File: config.mk
export PLATFORM = sky130hd
export DESIGN_NAME = wdt_window_top
export DESIGN_NICKNAME = d
export VERILOG_FILES = /design/src/rtl/wdt_pkg.sv /design/src/rtl/wdt_regs.sv /design/src/rtl/wdt_tick.sv /design/src/rtl/wdt_core.sv /design/src/rtl/wdt_alarm.sv /design/src/rtl/wdt_window_top.sv
export SDC_FILE = /design/constraint.sdc
export NUM_CORES = 1
export LEC_CHECK = 0
export ABC_AREA = 0
export BUFFER_PORTS_ARGS = -buffer_cell sky130_fd_sc_hd__buf_2
export CAP_MARGIN = 30
export CORE_ASPECT_RATIO = 2
export CORE_UTILIZATION = 25
export DETAILED_ROUTE_END_ITERATION = 6
export PLACE_DENSITY = 0.47
export SYNTH_ARGS = -nofsm -noshare
export SYNTH_HDL_FRONTEND = slang
export SYNTH_SLANG_ARGS = --single-unit
File: constraint.sdc
create_clock -name clk -period 2.6 [get_ports clk]
set_input_delay 0.13 -clock clk [delete_from_list [all_inputs] [get_ports clk]]
set_output_delay 0.13 -clock clk [all_outputs]
set_load 0.1 [all_outputs]
File: src/rtl/wdt_pkg.sv
package wdt_pkg;
  localparam int BUS_AW        = 5;
  localparam int BUS_DW        = 32;
  localparam int CNT_W         = 16;
  localparam int PRE_W         = 8;
  localparam int DIV_W         = 2;
  localparam int DIV_BASE_LOG2 = 4;
  localparam int DIV_CODES     = 1 << DIV_W;
  localparam int DCNT_W        = DIV_BASE_LOG2 + DIV_CODES - 1;

  localparam logic [BUS_AW-1:0] OFS_CTRL = 5'h00;
  localparam logic [BUS_AW-1:0] OFS_DATA = 5'h04;
  localparam logic [BUS_AW-1:0] OFS_CNT  = 5'h08;
  localparam logic [BUS_AW-1:0] OFS_CLR  = 5'h0C;
  localparam logic [BUS_AW-1:0] OFS_MIN  = 5'h10;

  localparam int B_RST = 0;
  localparam int B_IRQ = 2;
  localparam int B_DIV = 3;
  localparam int B_TMR = 5;
  localparam int B_PRE = 8;
  localparam int B_DBG = 16;
  localparam int B_WIN = 20;

  typedef struct packed {
    logic             win;
    logic             dbg;
    logic [PRE_W-1:0] presc;
    logic             tmr;
    logic [DIV_W-1:0] div;
    logic             irq;
    logic             rst;
  } ctrl_t;

  localparam ctrl_t CTRL_RST = '{win: 1'b0, dbg: 1'b0, presc: PRE_W'(128),
                                 tmr: 1'b1, div: '0, irq: 1'b0, rst: 1'b1};
  localparam logic [CNT_W-1:0] DATA_RST = CNT_W'(16'h8000);
  localparam logic [CNT_W-1:0] CNT_RST  = CNT_W'(16'h8000);
  localparam logic [CNT_W-1:0] MIN_RST  = '0;

  function automatic logic [BUS_DW-1:0] pack_ctrl(input ctrl_t c);
    logic [BUS_DW-1:0] w;
    w = '0;
    w[B_RST]            = c.rst;
    w[B_IRQ]            = c.irq;
    w[B_DIV +: DIV_W]   = c.div;
    w[B_TMR]            = c.tmr;
    w[B_PRE +: PRE_W]   = c.presc;
    w[B_DBG]            = c.dbg;
    w[B_WIN]            = c.win;
    return w;
  endfunction

  function automatic ctrl_t unpack_ctrl(input logic [BUS_DW-1:0] w);
    ctrl_t c;
    c.rst   = w[B_RST];
    c.irq   = w[B_IRQ];
    c.div   = w[B_DIV +: DIV_W];
    c.tmr   = w[B_TMR];
    c.presc = w[B_PRE +: PRE_W];
    c.dbg   = w[B_DBG];
    c.win   = w[B_WIN];
    return c;
  endfunction
endpackage

File: src/rtl/wdt_regs.sv
module wdt_regs
  import wdt_pkg::*;
(
  input  logic              clk,
  input  logic              rst,
  input  logic              bus_wen,
  input  logic [BUS_AW-1:0] bus_addr,
  input  logic [BUS_DW-1:0] bus_wdata,
  input  logic [CNT_W-1:0]  cnt_q,
  output logic [BUS_DW-1:0] bus_rdata,
  output ctrl_t             ctrl_q,
  output logic [CNT_W-1:0]  data_q,
  output logic [CNT_W-1:0]  min_q,
  output logic              cnt_wr,
  output logic              clr_wr,
  output logic [CNT_W-1:0]  cnt_wval
);
  assign cnt_wr   = bus_wen && (bus_addr == OFS_CNT);
  assign clr_wr   = bus_wen && (bus_addr == OFS_CLR);
  assign cnt_wval = bus_wdata[CNT_W-1:0];

  always_ff @(posedge clk) begin
    if (rst) begin
      ctrl_q <= CTRL_RST;
      data_q <= DATA_RST;
      min_q  <= MIN_RST;
    end else if (bus_wen) begin
      case (bus_addr)
        OFS_CTRL: ctrl_q <= unpack_ctrl(bus_wdata);
        OFS_DATA: data_q <= bus_wdata[CNT_W-1:0];
        OFS_MIN:  min_q  <= bus_wdata[CNT_W-1:0];
        default:  ;
      endcase
    end
  end

  always_comb begin
    case (bus_addr)
      OFS_CTRL: bus_rdata = pack_ctrl(ctrl_q);
      OFS_DATA: bus_rdata = BUS_DW'(data_q);
      OFS_CNT:  bus_rdata = BUS_DW'(cnt_q);
      OFS_MIN:  bus_rdata = BUS_DW'(min_q);
      default:  bus_rdata = '0;
    endcase
  end
endmodule

File: src/rtl/wdt_tick.sv
module wdt_tick
  import wdt_pkg::*;
(
  input  logic             clk,
  input  logic             rst,
  input  logic             run,
  input  logic             restart,
  input  logic [PRE_W-1:0] presc,
  input  logic [DIV_W-1:0] div_sel,
  output logic             tick
);
  logic [PRE_W-1:0]  pre_q;
  logic [DCNT_W-1:0] div_q;
  logic [DCNT_W-1:0] last_tab [DIV_CODES];
  logic [DCNT_W-1:0] div_last;
  logic              pre_hit;

  for (genvar g = 0; g < DIV_CODES; g++) begin : g_last
    assign last_tab[g] = DCNT_W'((1 << (DIV_BASE_LOG2 + g)) - 1);
  end

  assign div_last = last_tab[div_sel];
  assign pre_hit  = run && (pre_q == presc);
  assign tick     = pre_hit && (div_q == div_last);

  always_ff @(posedge clk) begin
    if (rst || !run || restart) begin
      pre_q <= '0;
      div_q <= '0;
    end else if (pre_hit) begin
      pre_q <= '0;
      div_q <= (div_q == div_last) ? '0 : div_q + DCNT_W'(1);
    end else begin
      pre_q <= pre_q + PRE_W'(1);
    end
  end
endmodule

File: src/rtl/wdt_core.sv
module wdt_core
  import wdt_pkg::*;
(
  input  logic             clk,
  input  logic             rst,
  input  logic             tick,
  input  logic             win_en,
  input  logic             cnt_wr,
  input  logic [CNT_W-1:0] cnt_wval,
  input  logic [CNT_W-1:0] data_q,
  input  logic [CNT_W-1:0] min_q,
  output logic [CNT_W-1:0] cnt_q,
  output logic             fire
);
  logic early;
  logic at_zero;

  assign early   = win_en && (cnt_q > min_q);
  assign at_zero = (cnt_q == '0);
  assign fire    = cnt_wr ? early : (tick && at_zero);

  always_ff @(posedge clk) begin
    if (rst) begin
      cnt_q <= CNT_RST;
    end else if (cnt_wr) begin
      cnt_q <= early ? data_q : cnt_wval;
    end else if (tick) begin
      cnt_q <= at_zero ? data_q : cnt_q - CNT_W'(1);
    end
  end
endmodule

File: src/rtl/wdt_alarm.sv
module wdt_alarm (
  input  logic clk,
  input  logic rst,
  input  logic fire,
  input  logic irq_en,
  input  logic rst_en,
  input  logic clr_wr,
  input  logic mask_en,
  input  logic dbg_ack,
  output logic irq_pend,
  output logic wdt_irq,
  output logic wdt_rst
);
  logic pulse_q;
  logic hide;

  always_ff @(posedge clk) begin
    if (rst) begin
      irq_pend <= 1'b0;
      pulse_q  <= 1'b0;
    end else begin
      if (fire && irq_en) irq_pend <= 1'b1;
      else if (clr_wr)    irq_pend <= 1'b0;
      pulse_q <= fire && rst_en;
    end
  end

  assign hide    = mask_en && dbg_ack;
  assign wdt_irq = irq_pend && !hide;
  assign wdt_rst = pulse_q && !hide;
endmodule

File: src/rtl/wdt_window_top.sv
module wdt_window_top
  import wdt_pkg::*;
(
  input  logic              clk,
  input  logic              rst,
  input  logic              bus_wen,
  input  logic [BUS_AW-1:0] bus_addr,
  input  logic [BUS_DW-1:0] bus_wdata,
  output logic [BUS_DW-1:0] bus_rdata,
  input  logic              dbg_ack,
  output logic              wdt_irq,
  output logic              wdt_rst
);
  ctrl_t            ctrl_q;
  logic [CNT_W-1:0] data_q;
  logic [CNT_W-1:0] min_q;
  logic [CNT_W-1:0] cnt_q;
  logic [CNT_W-1:0] cnt_wval;
  logic             cnt_wr;
  logic             clr_wr;
  logic             tick;
  logic             fire;
  logic             irq_pend;

  wdt_regs u_regs (
    .clk(clk), .rst(rst), .bus_wen(bus_wen), .bus_addr(bus_addr),
    .bus_wdata(bus_wdata), .cnt_q(cnt_q), .bus_rdata(bus_rdata),
    .ctrl_q(ctrl_q), .data_q(data_q), .min_q(min_q),
    .cnt_wr(cnt_wr), .clr_wr(clr_wr), .cnt_wval(cnt_wval)
  );

  wdt_tick u_tick (
    .clk(clk), .rst(rst), .run(ctrl_q.tmr), .restart(cnt_wr),
    .presc(ctrl_q.presc), .div_sel(ctrl_q.div), .tick(tick)
  );

  wdt_core u_core (
    .clk(clk), .rst(rst), .tick(tick), .win_en(ctrl_q.win),
    .cnt_wr(cnt_wr), .cnt_wval(cnt_wval), .data_q(data_q), .min_q(min_q),
    .cnt_q(cnt_q), .fire(fire)
  );

  wdt_alarm u_alarm (
    .clk(clk), .rst(rst), .fire(fire), .irq_en(ctrl_q.irq),
    .rst_en(ctrl_q.rst), .clr_wr(clr_wr), .mask_en(ctrl_q.dbg),
    .dbg_ack(dbg_ack), .irq_pend(irq_pend), .wdt_irq(wdt_irq),
    .wdt_rst(wdt_rst)
  );
endmodule

==> results.md <==
- Of all flip-flops after synthesis, the portion carrying an async set or reset was 0.
- Timing would allow up to 410 MHz.
- The total of flip-flops plus latches after synthesis is 80.
- The initial standard-cell utilization of the core is 0.256.
- STA puts the critical path data required time at 2.84 ns.
- The number of instances on the worst hold path is 3.
- The first detailed-routing pass ran for 5 iterations.
- The signal on the critical path passes through inv_1, ha_1, a21o_1, a21o_1, a2111oi_1, buf_4, nand3_1, and2_1, buf_12, o311a_1.
- Of the cells placed in the final design, the portion with a size suffix greater than 1 is 0.167.
- The count of cells in the finished layout, fillers not included, comes to 961.
- In this design, the stage delay of the slowest critical-path cell is 0.37 ns.
- Clock latency on the worst-skew pair, taken at its later pin, is roughly 0.35 ns.
- Summed over all layers, the global routing overflow is 0.
- The area fraction in compound gates after synthesis is 0.213.
- The die extent in x is 102 um.
- The clock arrives with 0.00831 ns of skew.
- STA classifies the critical path startpoint as a flop.
- The cell family contributing the most delay on the critical path is compound AO/OA/AOI/OAI gates.
- The dominant register cell in the synthesized netlist is sky130_fd_sc_hd__dfxtp_1.
- Routability-driven placement finished with a final weighted congestion of 0.914.
- The critical path class is flop to flop.
- The total number of nets in the final design is roughly 760.
- The total number of vias is 4948.
- The minimum clock period after layout is between 2 and 2.5 ns.
- The largest fanout on the critical path is 11.
- The count of clock tree sinks is 80.
- The number of warning messages in the yosys log is 0.
- The clock-pin slew reported for the worst setup and hold paths after clock tree synthesis is 0.06 ns.
- The number of max-slew violations in the final report is 0.
- By instance count, the cell type seen most on the critical path is sky130_fd_sc_hd__a21o_1.
- Synthesis handed over a netlist of between 600 and 700 instances.
- The H-tree generated during clock tree synthesis spans 3 levels.
- The worst setup path is captured at a flop.
- After synthesis, the most frequently instantiated cells are sky130_fd_sc_hd__nand2_1, sky130_fd_sc_hd__dfxtp_1, sky130_fd_sc_hd__a21oi_1, sky130_fd_sc_hd__nand3_1, sky130_fd_sc_hd__nor2_1.
- For this design, the CTS-stage hold fixing added 0 buffers.
- After synthesis, the netlist uses 67 different library cells.
- The count of placed standard cells including taps is 945.
- The number of remaining DRC errors is 0.
- The detailed router finished its first iteration with 244 violations.
- The number of buffers added on ports is 46.
- The cell chosen for the clock root is sky130_fd_sc_hd__clkbuf_16.
- The mux share of post-synthesis cell area is 0.0430.
- The average footprint of a synthesized cell is 7.81 um2.
- The routed via count divided by cell count is 5.15.
- The floorplan has 72 rows.
- Summed over all cells, the static leakage comes to 0.00247 uW.
- The capture endpoint of the worst hold path is u_regs.ctrl_q[14].
- The via count of the first global-routing pass came to roughly 4900.
- Setup repair after global routing left no endpoint under its margin.
- The register area is roughly 1600 um2.
- The top-level port count is between 70 and 80.
- For this run, the total global-route usage over all layers was measured as 0.186.
- Summing every instance area after synthesis gives 4980 um2.
- The worst hold path begins at bus_wdata[20].
- Summing all multi-input logic gate instances after layout gives 3060 um2.
- The number of routed nets with antenna violations is 0.
- In this run the worst hold path is classified as primary input to flop.
- The library cell with the highest instance count after synthesis is sky130_fd_sc_hd__nand2_1.
- The wire-length estimate of the detail-placed layout is 13400 um.
- The final layout contains routed wiring with a total length of about 18000 um.
- Entering global routing, the biggest net connects 44 pins.
- The critical path contains buffers and inverters numbering 3 combined.
- The leading area contributor after synthesis is sky130_fd_sc_hd__dfxtp_1.
- Setup violations remaining at the end of the flow were counted as 0.
- The initial antenna violation count is 0.
- The endpoint of the worst register-to-register path is u_core.cnt_q[15].
- The final-report hold violation count is 0.
- Summing internal, switching and leakage power gives 3010 uW.
- The first global-routing pass estimated around 28000 um of wire.
- Data on the critical path arrives at its endpoint at 2.68 ns.
- The number of antenna diodes in the final layout is 0.
- The launch instance of the worst register-to-register path is u_regs.min_q[13].
- In this run the tightest slew margin relative to its limit is 0.484.
- For the pin with the worst max-slew slack, the measured transition is 0.772 ns.
- By area, the combinational part of the netlist is dominated by simple AND/OR/NAND/NOR gates.
- At the end of the flow the core is filled with cells to 0.322.
- Of the synthesized area, sequential elements account for 0.322.
- Counting flops with a built-in enable in the synthesized netlist gives 0.
- The origin of the worst setup path is u_regs.min_q[13].
- The cell area after layout is roughly 6300 um2.
- The maximum clock path buffer count is 2.
- The placed instance area is 5930 um2.
- Once the clock tree was built, the resizer swapped 0 gates to a different size.
- The synthesized-area fraction occupied by and/or/nand/nor cells is 0.253.
- The area enclosed by the die boundary is 20500 um2.
- The CTS tree is done.
- The filler cells instantiated in the layout total 2169.
- The number of max-capacitance violations reported is 0.
- The share of synthesized area in the top cell type comes to 0.322.
- The run finished with clean final reports.
- In the post-synthesis netlist, the biggest area contributors are sky130_fd_sc_hd__dfxtp_1, sky130_fd_sc_hd__nand2_1, sky130_fd_sc_hd__a21oi_1.
- Dividing the detail-routed wire length by the instance count gives 18.5 um.
- The worst IR drop on VDD is 298 uV.
- The number of clock buffers inserted by TritonCTS is 9.
- The floorplan step set the die height to slightly above 200 um.
- The setup check on the worst reg-to-reg path leaves a slack of 0.16 ns.
- For this design the ratio of total power to cell area is 481 nW/um2.
- The core area is 19500 um2.
- The tightest hold path in the finished design has a slack of 0.00983 ns.
- The slowest stage of the critical path is the sky130_fd_sc_hd__a2111oi_1 cell.
- Of the total synthesized cell area, the portion taken by full adders, half adders and majority gates is 0.0503.
- Compared with the post-synthesis result, the final layout area differs by 25.7%.
- The post-synthesis xor/xnor area fraction is 0.0440.
- In the finished design, the share of the clock period the worst path needs comes to 0.939.
- In this run the post-CTS setup repair buffer count came out at 0.
- The depth of the most critical reg-to-reg path is 10.
==> power breakdown <==
part | switching [uW] | leakage (uW) | total [uW] | internal [uW]
registers | 16.7 | 0.000646 | 1260 | 1240
logic | 237 | 0.00166 | 325 | 87.6
clock network | 535 | 0.000159 | 1430 | 896
==> cell usage in the layout, fill, tap and decap left out, types with 7 or more instances in the layout <==
master and n:
sky130_fd_sc_hd__a211o_1 7, sky130_fd_sc_hd__a21oi_1 55, sky130_fd_sc_hd__a22oi_1 14, sky130_fd_sc_hd__buf_12 20
sky130_fd_sc_hd__buf_2 30, sky130_fd_sc_hd__buf_4 41, sky130_fd_sc_hd__clkbuf_16 9, sky130_fd_sc_hd__conb_1 14
sky130_fd_sc_hd__dfxtp_1 80, sky130_fd_sc_hd__ha_1 20, sky130_fd_sc_hd__inv_1 22, sky130_fd_sc_hd__mux2i_1 18
sky130_fd_sc_hd__nand2_1 98, sky130_fd_sc_hd__nand3_1 48, sky130_fd_sc_hd__nand4_1 14, sky130_fd_sc_hd__nor2_1 34
sky130_fd_sc_hd__nor3_1 14, sky130_fd_sc_hd__o211ai_1 16, sky130_fd_sc_hd__o21ai_0 9, sky130_fd_sc_hd__o21ai_1 13
sky130_fd_sc_hd__xnor2_1 15, sky130_fd_sc_hd__xor2_1 10
==> through the flow <==
stage,setup TNS (ns),setup WS [ns]
4_1_cts,0,0.133
3_3_place_gp,0,0.151
5_1_grt,0,0.0146
2_1_floorplan,-3.67,-0.609
6_report,0,0.159
3_5_place_dp,0,0.143
==> worst max-delay path by stage <==
stage	to	slack, ns	cells past startpoint
detailed placement	u_core.cnt_q[15]	0.14	10
CTS	u_core.cnt_q[15]	0.13	10
floorplan	bus_rdata[0]	-0.61	3
global route	u_core.cnt_q[15]	0.01	10
finish	u_core.cnt_q[15]	0.16	10
global placement	u_core.cnt_q[15]	0.15	10
==> routing by layer <==
metal,up-vias,GRT usage,part of all wire
met5,-,0,0
met4,0,0.121,0.060
met3,52,0.0226,0.036
met2,165,0.326,0.53
met1,2337,0.204,0.38
li1,2394,-,-
==> worst register-to-register path: cells and delay by family, from the launching register on <==
kind,cells,cell delay (ns)
AOI/OAI and AO/OA,4,1.02
buffers and inverters,3,0.39
DFF,1,0.33
adders and majority gates,1,0.30
and+or+nand+nor,2,0.29
==> logic make-up after synthesis <==
logic type | after synthesis
other cells | 1
mux | 21
flops | 80
fa+ha+maj | 20
simple gates | 254
buf+inv | 78
xor+xnor | 25
compound gates | 159
==> registers in the layout, summed over array words and instances (netlist names) <==
| signal | count |
|---|---|
| u_regs.ctrl_q | 15 |
| u_tick.pre_q | 8 |
| u_core.cnt_q | 16 |
| u_regs.min_q | 16 |
| u_alarm.pulse_q | 1 |
| u_tick.div_q | 7 |
| u_alarm.irq_pend | 1 |
| u_regs.data_q | 16 |
==> layout make-up <==
type / count / share of cell area
well taps: 259 / 0.0518
multi-input cells: 493 / 0.489
flip-flops and latches: 80 / 0.256
inverters: 22 / 0.0132
clock buffers: 12 / 0.0410
clock inverters: 4 / 0.0122
repair buffers: 91 / 0.137
Power figures use the tool's default switching activity.
